`src/rtl/wave_pkg.sv`:
```
package wave_pkg;
  typedef struct packed {
    logic wrEn;      // commit a write this cycle
    logic wrUsePos;  // write index from playback position
    logic rdEn;      // capture read data this cycle
    logic rdUsePos;  // read index from playback position
    logic rdBlank;   // return all ones instead of memory
  } wave_ctrl_t;
endpackage

```
`src/rtl/wave_ctrl.sv`:
```
module wave_ctrl
  import wave_pkg::*;
(
  input  logic       cpuRd,
  input  logic       cpuWr,
  input  logic       playing,
  input  logic       readWindow,
  input  logic       enhancedMode,
  output wave_ctrl_t ctrl
);
  logic legacyPlay;

  always_comb begin
    legacyPlay    = playing && !enhancedMode;
    ctrl.wrEn     = cpuWr && (!legacyPlay || readWindow);
    ctrl.wrUsePos = legacyPlay;
    ctrl.rdEn     = cpuRd;
    ctrl.rdUsePos = playing;
    ctrl.rdBlank  = legacyPlay && !readWindow;
  end
endmodule

```
`src/rtl/wave_nibble_sel.sv`:
```
module wave_nibble_sel #(
  parameter int DATA_W = 8,
  parameter int SAMPLES_PER_BYTE = 2,
  localparam int NIB_W = DATA_W / SAMPLES_PER_BYTE,
  localparam int SEL_W = (SAMPLES_PER_BYTE > 1) ? $clog2(SAMPLES_PER_BYTE) : 1
) (
  input  logic [DATA_W-1:0] byteIn,
  input  logic [SEL_W-1:0]  sel,
  output logic [NIB_W-1:0]  nibble
);
  logic [NIB_W-1:0] slots [SAMPLES_PER_BYTE];

  // slot 0 is the most significant nibble: earlier samples sit higher
  for (genvar s = 0; s < SAMPLES_PER_BYTE; s++) begin : g_slot
    assign slots[s] = byteIn[DATA_W-1-s*NIB_W -: NIB_W];
  end

  assign nibble = slots[sel];
endmodule

```
`src/rtl/wave_dp.sv`:
```
module wave_dp
  import wave_pkg::*;
#(
  parameter int ADDR_W = 4,
  parameter int DATA_W = 8,
  localparam int DEPTH = 1 << ADDR_W,
  localparam int POS_W = ADDR_W + 1,
  localparam int NIB_W = DATA_W / 2
) (
  input  logic              clk,
  input  logic              rstN,
  input  wave_ctrl_t        ctrl,
  input  logic [ADDR_W-1:0] cpuAddr,
  input  logic [DATA_W-1:0] cpuWrData,
  input  logic [POS_W-1:0]  samplePos,
  output logic [DATA_W-1:0] cpuRdData,
  output logic [NIB_W-1:0]  sampleOut
);
  logic [DATA_W-1:0] mem [DEPTH];
  logic [ADDR_W-1:0] posByte;
  logic [ADDR_W-1:0] wrIdx;
  logic [ADDR_W-1:0] rdIdx;
  logic [DATA_W-1:0] rdNext;

  assign posByte = samplePos[POS_W-1:1];

  always_comb begin
    wrIdx  = ctrl.wrUsePos ? posByte : cpuAddr;
    rdIdx  = ctrl.rdUsePos ? posByte : cpuAddr;
    rdNext = ctrl.rdBlank ? {DATA_W{1'b1}} : mem[rdIdx];
  end

  always_ff @(posedge clk) begin
    if (!rstN) begin
      for (int i = 0; i < DEPTH; i++) mem[i] <= '0;
      cpuRdData <= '0;
    end else begin
      if (ctrl.wrEn) mem[wrIdx] <= cpuWrData;
      if (ctrl.rdEn) cpuRdData <= rdNext;
    end
  end

  wave_nibble_sel #(.DATA_W(DATA_W), .SAMPLES_PER_BYTE(2)) u_nib (
    .byteIn(mem[posByte]),
    .sel   (samplePos[0]),
    .nibble(sampleOut)
  );
endmodule

```
`src/rtl/wave_sample_port.sv`:
```
module wave_sample_port
  import wave_pkg::*;
#(
  parameter int ADDR_W = 4,
  parameter int DATA_W = 8,
  localparam int POS_W = ADDR_W + 1,
  localparam int NIB_W = DATA_W / 2
) (
  input  logic              clk,
  input  logic              rstN,
  input  logic [ADDR_W-1:0] cpuAddr,
  input  logic [DATA_W-1:0] cpuWrData,
  input  logic              cpuRd,
  input  logic              cpuWr,
  input  logic              playing,
  input  logic [POS_W-1:0]  samplePos,
  input  logic              readWindow,
  input  logic              enhancedMode,
  output logic [DATA_W-1:0] cpuRdData,
  output logic [NIB_W-1:0]  sampleOut
);
  wave_ctrl_t ctrl;

  wave_ctrl u_ctrl (
    .cpuRd       (cpuRd),
    .cpuWr       (cpuWr),
    .playing     (playing),
    .readWindow  (readWindow),
    .enhancedMode(enhancedMode),
    .ctrl        (ctrl)
  );

  wave_dp #(.ADDR_W(ADDR_W), .DATA_W(DATA_W)) u_dp (
    .clk      (clk),
    .rstN     (rstN),
    .ctrl     (ctrl),
    .cpuAddr  (cpuAddr),
    .cpuWrData(cpuWrData),
    .samplePos(samplePos),
    .cpuRdData(cpuRdData),
    .sampleOut(sampleOut)
  );
endmodule

```
`config.mk`:
```
export PLATFORM = sky130hd
export DESIGN_NAME = wave_sample_port
export DESIGN_NICKNAME = d
export VERILOG_FILES = /design/src/rtl/wave_pkg.sv /design/src/rtl/wave_ctrl.sv /design/src/rtl/wave_nibble_sel.sv /design/src/rtl/wave_dp.sv /design/src/rtl/wave_sample_port.sv
export SDC_FILE = /design/constraint.sdc
export NUM_CORES = 1
export LEC_CHECK = 0
export BUFFER_PORTS_ARGS = -buffer_cell sky130_fd_sc_hd__buf_4
export CORE_ASPECT_RATIO = 1.25
export CORE_MARGIN = 3
export CORE_UTILIZATION = 65
export CTS_CLUSTER_DIAMETER = 150
export DETAILED_ROUTE_END_ITERATION = 8
export PLACE_DENSITY = 0.82
export RECOVER_POWER = 25
export SYNTH_ARGS = -nofsm -noshare
export SYNTH_HDL_FRONTEND = slang
export SYNTH_SLANG_ARGS = --single-unit
```
`constraint.sdc`:
```
create_clock -name clk -period 3.7 [get_ports clk]
set_clock_uncertainty 0.1 [all_clocks]
set_input_delay 0 -clock clk [delete_from_list [all_inputs] [get_ports clk]]
set_output_delay 0 -clock clk [all_outputs]
set_load 0.05 [all_outputs]
```
* After elaboration in Yosys (flattened, before gate mapping) *
Memories as Yosys holds them, arrays and structs flattened.
Cells that the tools add are included.
W data, S select, Z words.

storage, ports and cells
  word-level logic and storage cells = 25
  output and inout port bits = 12
  memories kept = 1
  bits of input ports = 24
  bits in writable memories = 128
  register bits after elaboration = 8

cells by class
  multiplexer cells = 13
  reduce and logical (&&, ||, !) cells = 8
  bitwise gates (word level) = 1
  order comparisons = 1

memory list
  name      depth  width  read ports  clocked after memory_dff  wr ports  line           text
  u_dp.mem  16     8      2           0                         16        wave_dp.sv:19  logic [DATA_W-1:0] mem [DEPTH];

operators with widths
  kind                  count
  $mux W4               6
  $mux W8               2
  $reduce_or A8 Y1      1
  $mux W1               5
  $logic_and A1 B1 Y1   3
  $logic_not A1 Y1      3
  $ge A2 B2 Y1 const B  1
  $not A1 Y2            1
  $logic_or A1 B1 Y1    1

* Longest topological paths before layout *
Gate-level depths: netlist of run 1.

  depth after elaboration = 10
  gate-level depth with buffers = 8
  depth with buffers taken out = 5

* Cells and area by module *
A second synthesis of run 1 with hierarchy kept.

second synthesis, totals
  cells, all modules = 569
  area, all modules = 7508.5 um^2

modules (own cells, without submodules)
  module           area an instance (um^2)  cells each  seq. area each (um^2)  instances
  wave_dp          7413.4                   559         4003.8                 1
  wave_ctrl        50.0                     6           0.0                    1
  wave_nibble_sel  45.0                     4           0.0                    1

* Least setup slack after synthesis of run 1 *
Ideal clock, no wire load.

  path kind = input port to flip-flop
  from = input samplePos[1]
  to = memory u_dp.mem[13][0], enable pin
  stages on the path = 6
  data required time = 3216 ps
  library setup time = 384 ps
  arrival time = 1577 ps
  setup slack = 1639 ps
  path buffers = 2
  path through = buf_2 buf_2 nor4bb_1 a31oi_1 nand2b_1 o21ai_0

RTL lines
  element      line                    text
  from (decl)  wave_sample_port.sv:16  input logic [POS_W-1:0] samplePos,
  to (decl)    wave_dp.sv:19

* Worst setup path in the final report of run 1 *
  from = input samplePos[1]
  to = output sampleOut[1]

on the way
  word-level cells in the longest chain between the ends = 4

RTL lines
  element                                      line                    text
  $mem_v2 Z16 W8                               -
  $mux W4 (implied by the code) (3 in series)  wave_nibble_sel.sv:18   assign nibble = slots[sel];
  to (decl)                                    wave_sample_port.sv:20  output logic [NIB_W-1:0] sampleOut

No other way between the ends. The select of a mux whose other input is x is not followed.

==> qor.yml, run 1 <==
floorplan:
  die_h_um: 126
  ios: 36
  core_area_um2: 11200
  rows: 43
  initial_core_util: 0.671
  dieArea_um2: 12900
  die_w_um: 102
placement:
  gp_congestion: 0.946
  placed_cell_area_um2: 7860
  place.detailed.hpwl_mm: 14.5
  numPortBuffers: 35
power:
  p_leak_nw: 3.02
  p_total_mw: 4.12
  ir_drop_mv: 0.510
  power.density_nw_per_um2: 485
logic_synthesis:
  syn_inst: 555
  synth_seq_area_share: 0.533
  yosysWarnings: 0
  synthDominantCellAreaShare: 0.512
  synth_cell_types: 40
  synthTopCellsByArea: "edfxtp_1 51%, mux4_2 15%, and2_1 11%"
  synth.avg_cell_area_um2: 13.5
  yosysTopAreaCell: "edfxtp_1"
  ys_async_sr_fraction: 0
  syn_area_um2: 7510
  syn_nets: 579
  synth_edf_count: 128
  synth-seq-cells: 136
  synth_ff_type: "edfxtp_1"
min_path:
  whs_path_depth: 5
  min_path_type: "input pin to register"
global_route:
  antenna_found_initial: 0
  grt_max_degree: 43
  grt_pass1_vias: 5286
  overflow: 0
  track_usage: 0.354
  grt_pass1_wl_mm: 32.1
sta:
  rsz0062_at_grt: "false"
  worst_pin_slew_ns: 1.51
  tns_ns: 0
  fmax_mhz: 346
  hold_viol: 0
  drv_slew: 43
  layout_worst_path_cycle_share: 0.781
  slew-limit-headroom: -0.00515
  period_needed_ns: 2.89
  setup_viol: 0
drt:
  dr.first_iter.drc_count: 887
  avgViaCountPerCell: 7.08
  vias: 5302
  first_pass_iters: 5
  post_drt_wl_per_cell_um: 28.7
  drc_errors: 0
  ant_nets: 0
  routed_wirelength_mm: 21.5
clocking:
  cts_resized: 0
  cts_root_buffer: "clkbuf_16"
  clk_pin_slew_ns: 0.06
  cts_made_buffers: 17
  cts.htree.levels: 4
  cts_tree: "built"
  clk_latency_ns: 0.43
  cts_sinks: 136
  clk_path_buf_depth: 2
critical_path:
  crit_required_ns: 3.60
  path_class: "input pin to primary output"
  ff2ff_path_depth: 3
  crit_path_end_kind: "primary output"
  worstPathArrival_ns: 2.79
  cp-start-kind: "input pin"
  path_max_fanout: 42
final_layout:
  nets: 625
  syn_to_final_growth_pct: 13.1
  layout_commonest_cell: "edfxtp_1"
  antenna_cells: 0
  drive_gt1_frac: 0.205
  final_cell_mix: "128 x edfxtp_1, 121 x and2_1, 54 x nand2_1"
  fin_area_um2: 8490
outcome:
  outcome: "complete, but fails checks"
  violations: "capacitance limit, slew limit"
flow_run:
  maxCapViolations: 1
synth_stat cells (3+ instances only):
master / instances
nand3_1: 11
a31oi_1: 11
mux2_2: 5
buf_6: 3
o21ai_0: 21
nor2b_1: 3
a21oi_1: 3
buf_2: 11
and2_1: 130
nand2b_1: 10
clkbuf_1: 16
mux2i_1: 19
nand2_1: 54
a32oi_1: 5
edfxtp_1: 128
nor2_1: 15
inv_1: 4
mux4_1: 5
mux4_2: 51
nor3_2: 3
a22oi_1: 6
o2bb2ai_1: 3
dfxtp_1: 8
a311oi_1: 8
area by class of cell:
cell class / count / area, um2
clock buffers: 17 / 425
clock inverters: 15 / 166
fillers: 684 / 2700
inverters: 4 / 15.0
multi-input cells: 381 / 3280
flip-flops and latches: 136 / 4000
well taps: 135 / 169
repair buffers: 61 / 430
what timing repair did:
| item | CTS | global route |
|---|---|---|
| hold buffers | 11 | 0 |
| setup buffers | 0 | 0 |
| endpoints found under the hold margin | 136 | 0 |
sequential cells by signal, indices dropped and copies added (netlist names):
| register | cells |
|---|---|
| u_dp.mem | 128 |
| u_dp.cpuRdData | 8 |
final timing paths:
| check | startpoint | endpoint | slack [ns] |
|---|---|---|---|
| max reg2reg | u_dp.cpuRdData[7]$_SDFFE_PN0P_ | u_dp.cpuRdData[7]$_SDFFE_PN0P_ | 2.28 |
| min reg2reg | u_dp.cpuRdData[6]$_SDFFE_PN0P_ | u_dp.cpuRdData[6]$_SDFFE_PN0P_ | 0.48 |
| max | samplePos[1] | sampleOut[1] | 0.81 |
| min | cpuAddr[0] | u_dp.cpuRdData[4]$_SDFFE_PN0P_ | 0.11 |
per-stage QoR:
stage	util	std cells	hold slack, ns	worst slack (ns)
4_1_cts	0.765	749	0.0986	1.24
3_5_place_dp	0.702	706	0.303	1.07
5_1_grt	0.759	749	0.132	0.626
2_1_floorplan	-	555	0.0483	1.64
6_report	0.759	749	0.112	0.812
3_3_place_gp	0.702	706	0.292	1.11
worst max-delay path, stage by stage:
cell      delay (ns)
clkbuf_2        1.07
mux4_2          0.70
mux4_2          0.52
mux2_2          0.28
buf_4           0.19
routing by layer:
metal,track usage,share of wire
met4,0.179,0.057
met3,0.0870,0.11
met5,0,0
met2,0.575,0.51
met1,0.439,0.33
cells by family (layout without fill, tap and decap cells):
kind of cell           count (synthesis)  after routing  synth area share
AND/OR/NAND/NOR                      233            233             0.172
flip-flops                           136            136             0.533
multiplexers                          81             81             0.206
AO/OA/AOI/OAI                         67             67            0.0605
buffers and inverters                 38             97            0.0286
where the power goes:
group	internal, mW	switching [mW]
logic	0.227	0.336
clock network	1.01	0.705
registers	1.78	0.0629
total	3.01	1.10
Note: power is estimated with default switching activity, not from simulation.
==> run 2: changes to the inputs <==
--- a/config.mk
+++ b/config.mk
@@ -8,10 +8,10 @@
 export BUFFER_PORTS_ARGS = -buffer_cell sky130_fd_sc_hd__buf_4
 export CORE_ASPECT_RATIO = 1.25
 export CORE_MARGIN = 3
-export CORE_UTILIZATION = 65
+export CORE_UTILIZATION = 56
 export CTS_CLUSTER_DIAMETER = 150
 export DETAILED_ROUTE_END_ITERATION = 8
-export PLACE_DENSITY = 0.82
+export PLACE_DENSITY = 0.75
 export RECOVER_POWER = 25
 export SYNTH_ARGS = -nofsm -noshare
 export SYNTH_HDL_FRONTEND = slang
==> constraint.sdc (replaced) <==
create_clock -name clk -period 2.4 [get_ports clk]
set_clock_uncertainty 0.1 [all_clocks]
set_input_delay 0 -clock clk [delete_from_list [all_inputs] [get_ports clk]]
set_output_delay 0 -clock clk [all_outputs]
set_load 0.05 [all_outputs]
==> run 2 against run 1 <==
Against the previous run: the run now ends clean; first-iteration DRC count shrank 12%; clock-buffer cell count is 3 higher; critical path depth is 1 lower; highest routed layer unchanged.
==> qor.yml, run 2 (synthesis results as in run 1) <==
outcome:
  outcome: "finished, final reports clean"
critical_path:
  worstPathArrival_ns: 2.30
  crit_path_end_kind: "primary output"
  crit_end: "sampleOut[3]"
  regToRegSetupSlack_ns: 0.97
  path_cells: "mux4_2 > mux4_2 > mux2_4 > buf_6"
  cp_slowest_stage_delay_ns: 0.48
  ff2ff_path_depth: 3
  slowest_stage: "mux4_2"
  startpoint: "u_dp.mem[5][7]$_SDFFCE_PN0P_"
  r2r_end: "u_dp.cpuRdData[6]$_SDFFE_PN0P_"
  cp-start-kind: "register"
  path_max_fanout: 2
  worstReg2RegStart: "u_dp.mem[5][6]$_SDFFCE_PN0P_"
  worst_path_most_repeated_cell: "mux4_2"
  crit_required_ns: 2.30
  path_class: "register to primary output"
clocking:
  cts.htree.levels: 4
  clk_pin_slew_ns: 0.06
  cts_tree: "built"
  clk_path_buf_depth: 2
  cts_sinks: 136
  cts_root_buffer: "clkbuf_16"
  clk_latency_ns: 0.43
  cts_made_buffers: 17
placement:
  placed_cells: 763
  placed_cell_area_um2: 8090
  place.detailed.hpwl_mm: 15.6
  numPortBuffers: 35
  dp_slack_ns: 0.165
  gp_congestion: 1.07
power:
  ir_drop_mv: 0.434
  p_leak_nw: 3.13
  power.density_nw_per_um2: 739
global_route:
  antenna_found_initial: 1
  overflow: 0
  grt_pass1_vias: 5289
  track_usage: 0.295
  grt_pass1_wl_mm: 31.2
  grt_max_degree: 43
sta:
  layout_worst_path_cycle_share: 0.999
  drv_slew: 0
  rsz0062_at_grt: "true"
  hold_viol: 0
  setup_viol: 0
  worst_pin_slew_ns: 0.944
  slew-limit-headroom: 0.369
  setup_slack_ns: 0.00358
  fmax_mhz: 417
  period_needed_ns: 2.40
final_layout:
  final_cell_mix: "128 x edfxtp_1, 104 x and2_1, 54 x nand2_1"
  top_register: "u_dp.mem"
  reg_top3: "u_dp.mem: 128 flops, u_dp.cpuRdData: 8 flops"
  nets: 650
  syn_to_final_growth_pct: 16.8
  seqCellArea_um2: 4000
  layout_commonest_cell: "edfxtp_1"
  drive_gt1_frac: 0.222
  fin_cells: 808
  fin_area_um2: 8770
  multi_input_area_um2: 3290
  fillers: 928
  largest_reg_flops: 128
floorplan:
  core_area_um2: 12900
  die_h_um: 135
  die_w_um: 110
  initial_core_util: 0.583
  dieArea_um2: 14800
  ios: 36
  rows: 46
drt:
  avgViaCountPerCell: 6.52
  dr.first_iter.drc_count: 779
  first_pass_iters: 5
  ant_nets: 0
  routed_wirelength_mm: 20.6
  vias: 5265
  drc_errors: 0
  post_drt_wl_per_cell_um: 25.5
flow_run:
  maxCapViolations: 0
min_path:
  min_path_type: "input pin to register"
[run 2: power by group]
part	total, mW	switching, mW	internal (mW)
sequential	2.86	0.114	2.74
combinational	0.877	0.489	0.388
clock	2.75	0.988	1.76
[run 2: worst min-delay path by stage]
stage	from	to	depth (start not counted)
finish	cpuAddr[0]	u_dp.cpuRdData[0]$_SDFFE_PN0P_	5
global route	cpuAddr[0]	u_dp.cpuRdData[4]$_SDFFE_PN0P_	5
CTS	cpuAddr[0]	u_dp.cpuRdData[0]$_SDFFE_PN0P_	5
detailed placement	rstN	u_dp.cpuRdData[7]$_SDFFE_PN0P_	3
global placement	cpuRd	u_dp.cpuRdData[7]$_SDFFE_PN0P_	3
floorplan	rstN	u_dp.cpuRdData[2]$_SDFFE_PN0P_	2
[run 2: worst max-delay path, delay by kind of cell (launching register included)]
kind,cells,cell delay [ns]
buf+inv,1,0.16
flops,1,0.46
mux,3,1.25
[run 2: layer usage]
metal,share of wire,vias to the layer above,track usage
met5,0,-,0
met1,0.36,2607,0.370
met2,0.52,304,0.501
met4,0.052,0,0.154
met3,0.069,78,0.0348
li1,-,2276,-
[run 2: area by class of cell]
cell class                      count  share of cell area
Antenna cell                        1            0.000285
Clock buffer                       20              0.0509
Clock inverter                     12              0.0201
Inverter                            4             0.00171
Multi-Input combinational cell    381               0.375
Sequential cell                   136               0.456
Tap cell                          168              0.0240
Timing Repair Buffer               86              0.0710
[run 2: per-stage QoR]
stage	hold WS, ns	util	TNS (ns)	power, mW
6_report	0.130	0.680	0	6.49
2_1_floorplan	0.0483	-	0	3.43
5_1_grt	0.168	0.680	-0.0588	6.66
4_1_cts	0.103	0.686	0	6.49
3_3_place_gp	0.300	0.628	0	3.72
3_5_place_dp	0.310	0.628	0	3.74
[run 2: what timing repair did]
item / 4_1_cts / 5_1_grt
pin swaps: 0 / 0
endpoints found under the hold margin: 136 / 0
buffers inserted: 1 / 0
resized for setup: 4 / 5
hold buffers: 11 / 0
setup endpoints to repair: 4 / 4
==> run 3: changes to the inputs <==
--- a/config.mk
+++ b/config.mk
@@ -8,10 +8,10 @@
 export BUFFER_PORTS_ARGS = -buffer_cell sky130_fd_sc_hd__buf_4
 export CORE_ASPECT_RATIO = 1.25
 export CORE_MARGIN = 3
-export CORE_UTILIZATION = 56
+export CORE_UTILIZATION = 65
 export CTS_CLUSTER_DIAMETER = 150
 export DETAILED_ROUTE_END_ITERATION = 8
-export PLACE_DENSITY = 0.75
+export PLACE_DENSITY = 0.82
 export RECOVER_POWER = 25
 export SYNTH_ARGS = -nofsm -noshare
 export SYNTH_HDL_FRONTEND = slang
==> constraint.sdc (replaced) <==
create_clock -name clk -period 3.05 [get_ports clk]
set_clock_uncertainty 0.1 [all_clocks]
set_input_delay 0 -clock clk [delete_from_list [all_inputs] [get_ports clk]]
set_output_delay 0 -clock clk [all_outputs]
set_load 0.05 [all_outputs]
==> run 3 against run 2 <==
Against the previous run: via count decreased by 0.59%; global-route usage rose by 4.9 points; core utilization up 8.0 points; clock power shrank 32%; total power shrank 26%; largest cell class unchanged; largest power group unchanged.
==> qor.yml, run 3 (synthesis results as in run 1) <==
drt:
  avgViaCountPerCell: 6.91
  drc_errors: 0
  routed_wirelength_mm: 20.6
  first_pass_iters: 7
  vias: 5234
  post_drt_wl_per_cell_um: 27.2
  ant_nets: 0
  dr.first_iter.drc_count: 703
clocking:
  cts_setup_buffers: 0
  cts_resized: 0
  cts_made_buffers: 17
  clk_pin_slew_ns: 0.06
  cts_tree: "built"
  cts.htree.levels: 4
  clk_path_buf_depth: 2
  cts_sinks: 136
  holdBufCountCts: 13
  clk_latency_ns: 0.41
  cts_root_buffer: "clkbuf_16"
sta:
  fmax_mhz: 399
  tns_ns: 0
  period_needed_ns: 2.51
  rsz0062_at_grt: "false"
  setup_slack_ns: 0.542
  timing.hold.ws_ns: 0.116
  slew-limit-headroom: 0.278
  hold_viol: 0
  setup_viol: 0
  worst_pin_slew_ns: 1.08
  layout_worst_path_cycle_share: 0.822
  drv_slew: 0
min_path:
  min_path_type: "input pin to register"
final_layout:
  fin_cells: 758
  fin_area_um2: 8510
  reg_top3: "u_dp.mem: 128 flops, u_dp.cpuRdData: 8 flops"
  drive_gt1_frac: 0.209
  top_register: "u_dp.mem"
  syn_to_final_growth_pct: 13.3
  final_cell_mix: "128 x edfxtp_1, 111 x and2_1, 54 x nand2_1"
  antenna_cells: 0
  largest_reg_flops: 128
  nets: 636
  fin_util: 0.761
  layout_commonest_cell: "edfxtp_1"
global_route:
  track_usage: 0.344
  grt_max_degree: 43
  grt_pass1_vias: 5373
  overflow: 0
  antenna_found_initial: 0
  grt_pass1_wl_mm: 31.6
placement:
  placed_cells: 715
  numPortBuffers: 35
  place.detailed.hpwl_mm: 14.4
  dp_slack_ns: 0.540
  placed_cell_area_um2: 7920
  gp_congestion: 0.973
critical_path:
  crit_required_ns: 3.01
  worstPathArrival_ns: 2.47
  path_max_fanout: 26
  regToRegSetupSlack_ns: 1.07
  path_class: "input pin to register"
  cp-start-kind: "input pin"
  crit_path_end_kind: "register"
floorplan:
  initial_core_util: 0.671
  core_area_um2: 11200
  die_h_um: 126
  rows: 43
  dieArea_um2: 12900
  ios: 36
  die_w_um: 102
flow_run:
  maxCapViolations: 0
power:
  ir_drop_mv: 0.471
  p_leak_nw: 3.01
  power.density_nw_per_um2: 561
  p_total_mw: 4.78
outcome:
  outcome: "finished, final reports clean"
[run 3: final cells by class]
type	instances	area (um2)
Inverter	4	15.0
Clock inverter	12	104
Sequential cell	136	4000
Timing Repair Buffer	72	514
Tap cell	135	169
Fill cell	703	2680
Clock buffer	18	429
Multi-Input combinational cell	381	3280
[run 3: worst paths after layout]
check	startpoint	endpoint	cells after the start
worst min-delay path	playing	u_dp.cpuRdData[1]$_SDFFE_PN0P_	4
worst max-delay path	rstN	u_dp.mem[8][0]$_SDFFCE_PN0P_	5
worst max register to register	u_dp.cpuRdData[5]$_SDFFE_PN0P_	u_dp.cpuRdData[5]$_SDFFE_PN0P_	4
worst min register to register	u_dp.cpuRdData[3]$_SDFFE_PN0P_	u_dp.cpuRdData[3]$_SDFFE_PN0P_	2
[run 3: worst max-delay path, cell delays in order]
cell	delay, ns
dlygate4sd3_1	0.53
buf_4	0.27
o211ai_1	0.24
nor3_1	0.92
nand2b_1	0.50
[run 3: power breakdown]
part | switching (mW) | internal, mW | leakage, nW | total, mW
Combinational | 0.405 | 0.283 | 1.48 | 0.688
Sequential | 0.0730 | 2.16 | 1.29 | 2.23
Clock | 0.753 | 1.11 | 0.248 | 1.86
[run 3: metal layers]
metal	vias up	routed length, um	GRT usage
li1	2242	-	-
met3	74	2310	0.0864
met1	2543	6910	0.445
met4	0	1080	0.160
met5	-	0	0
met2	375	10300	0.546
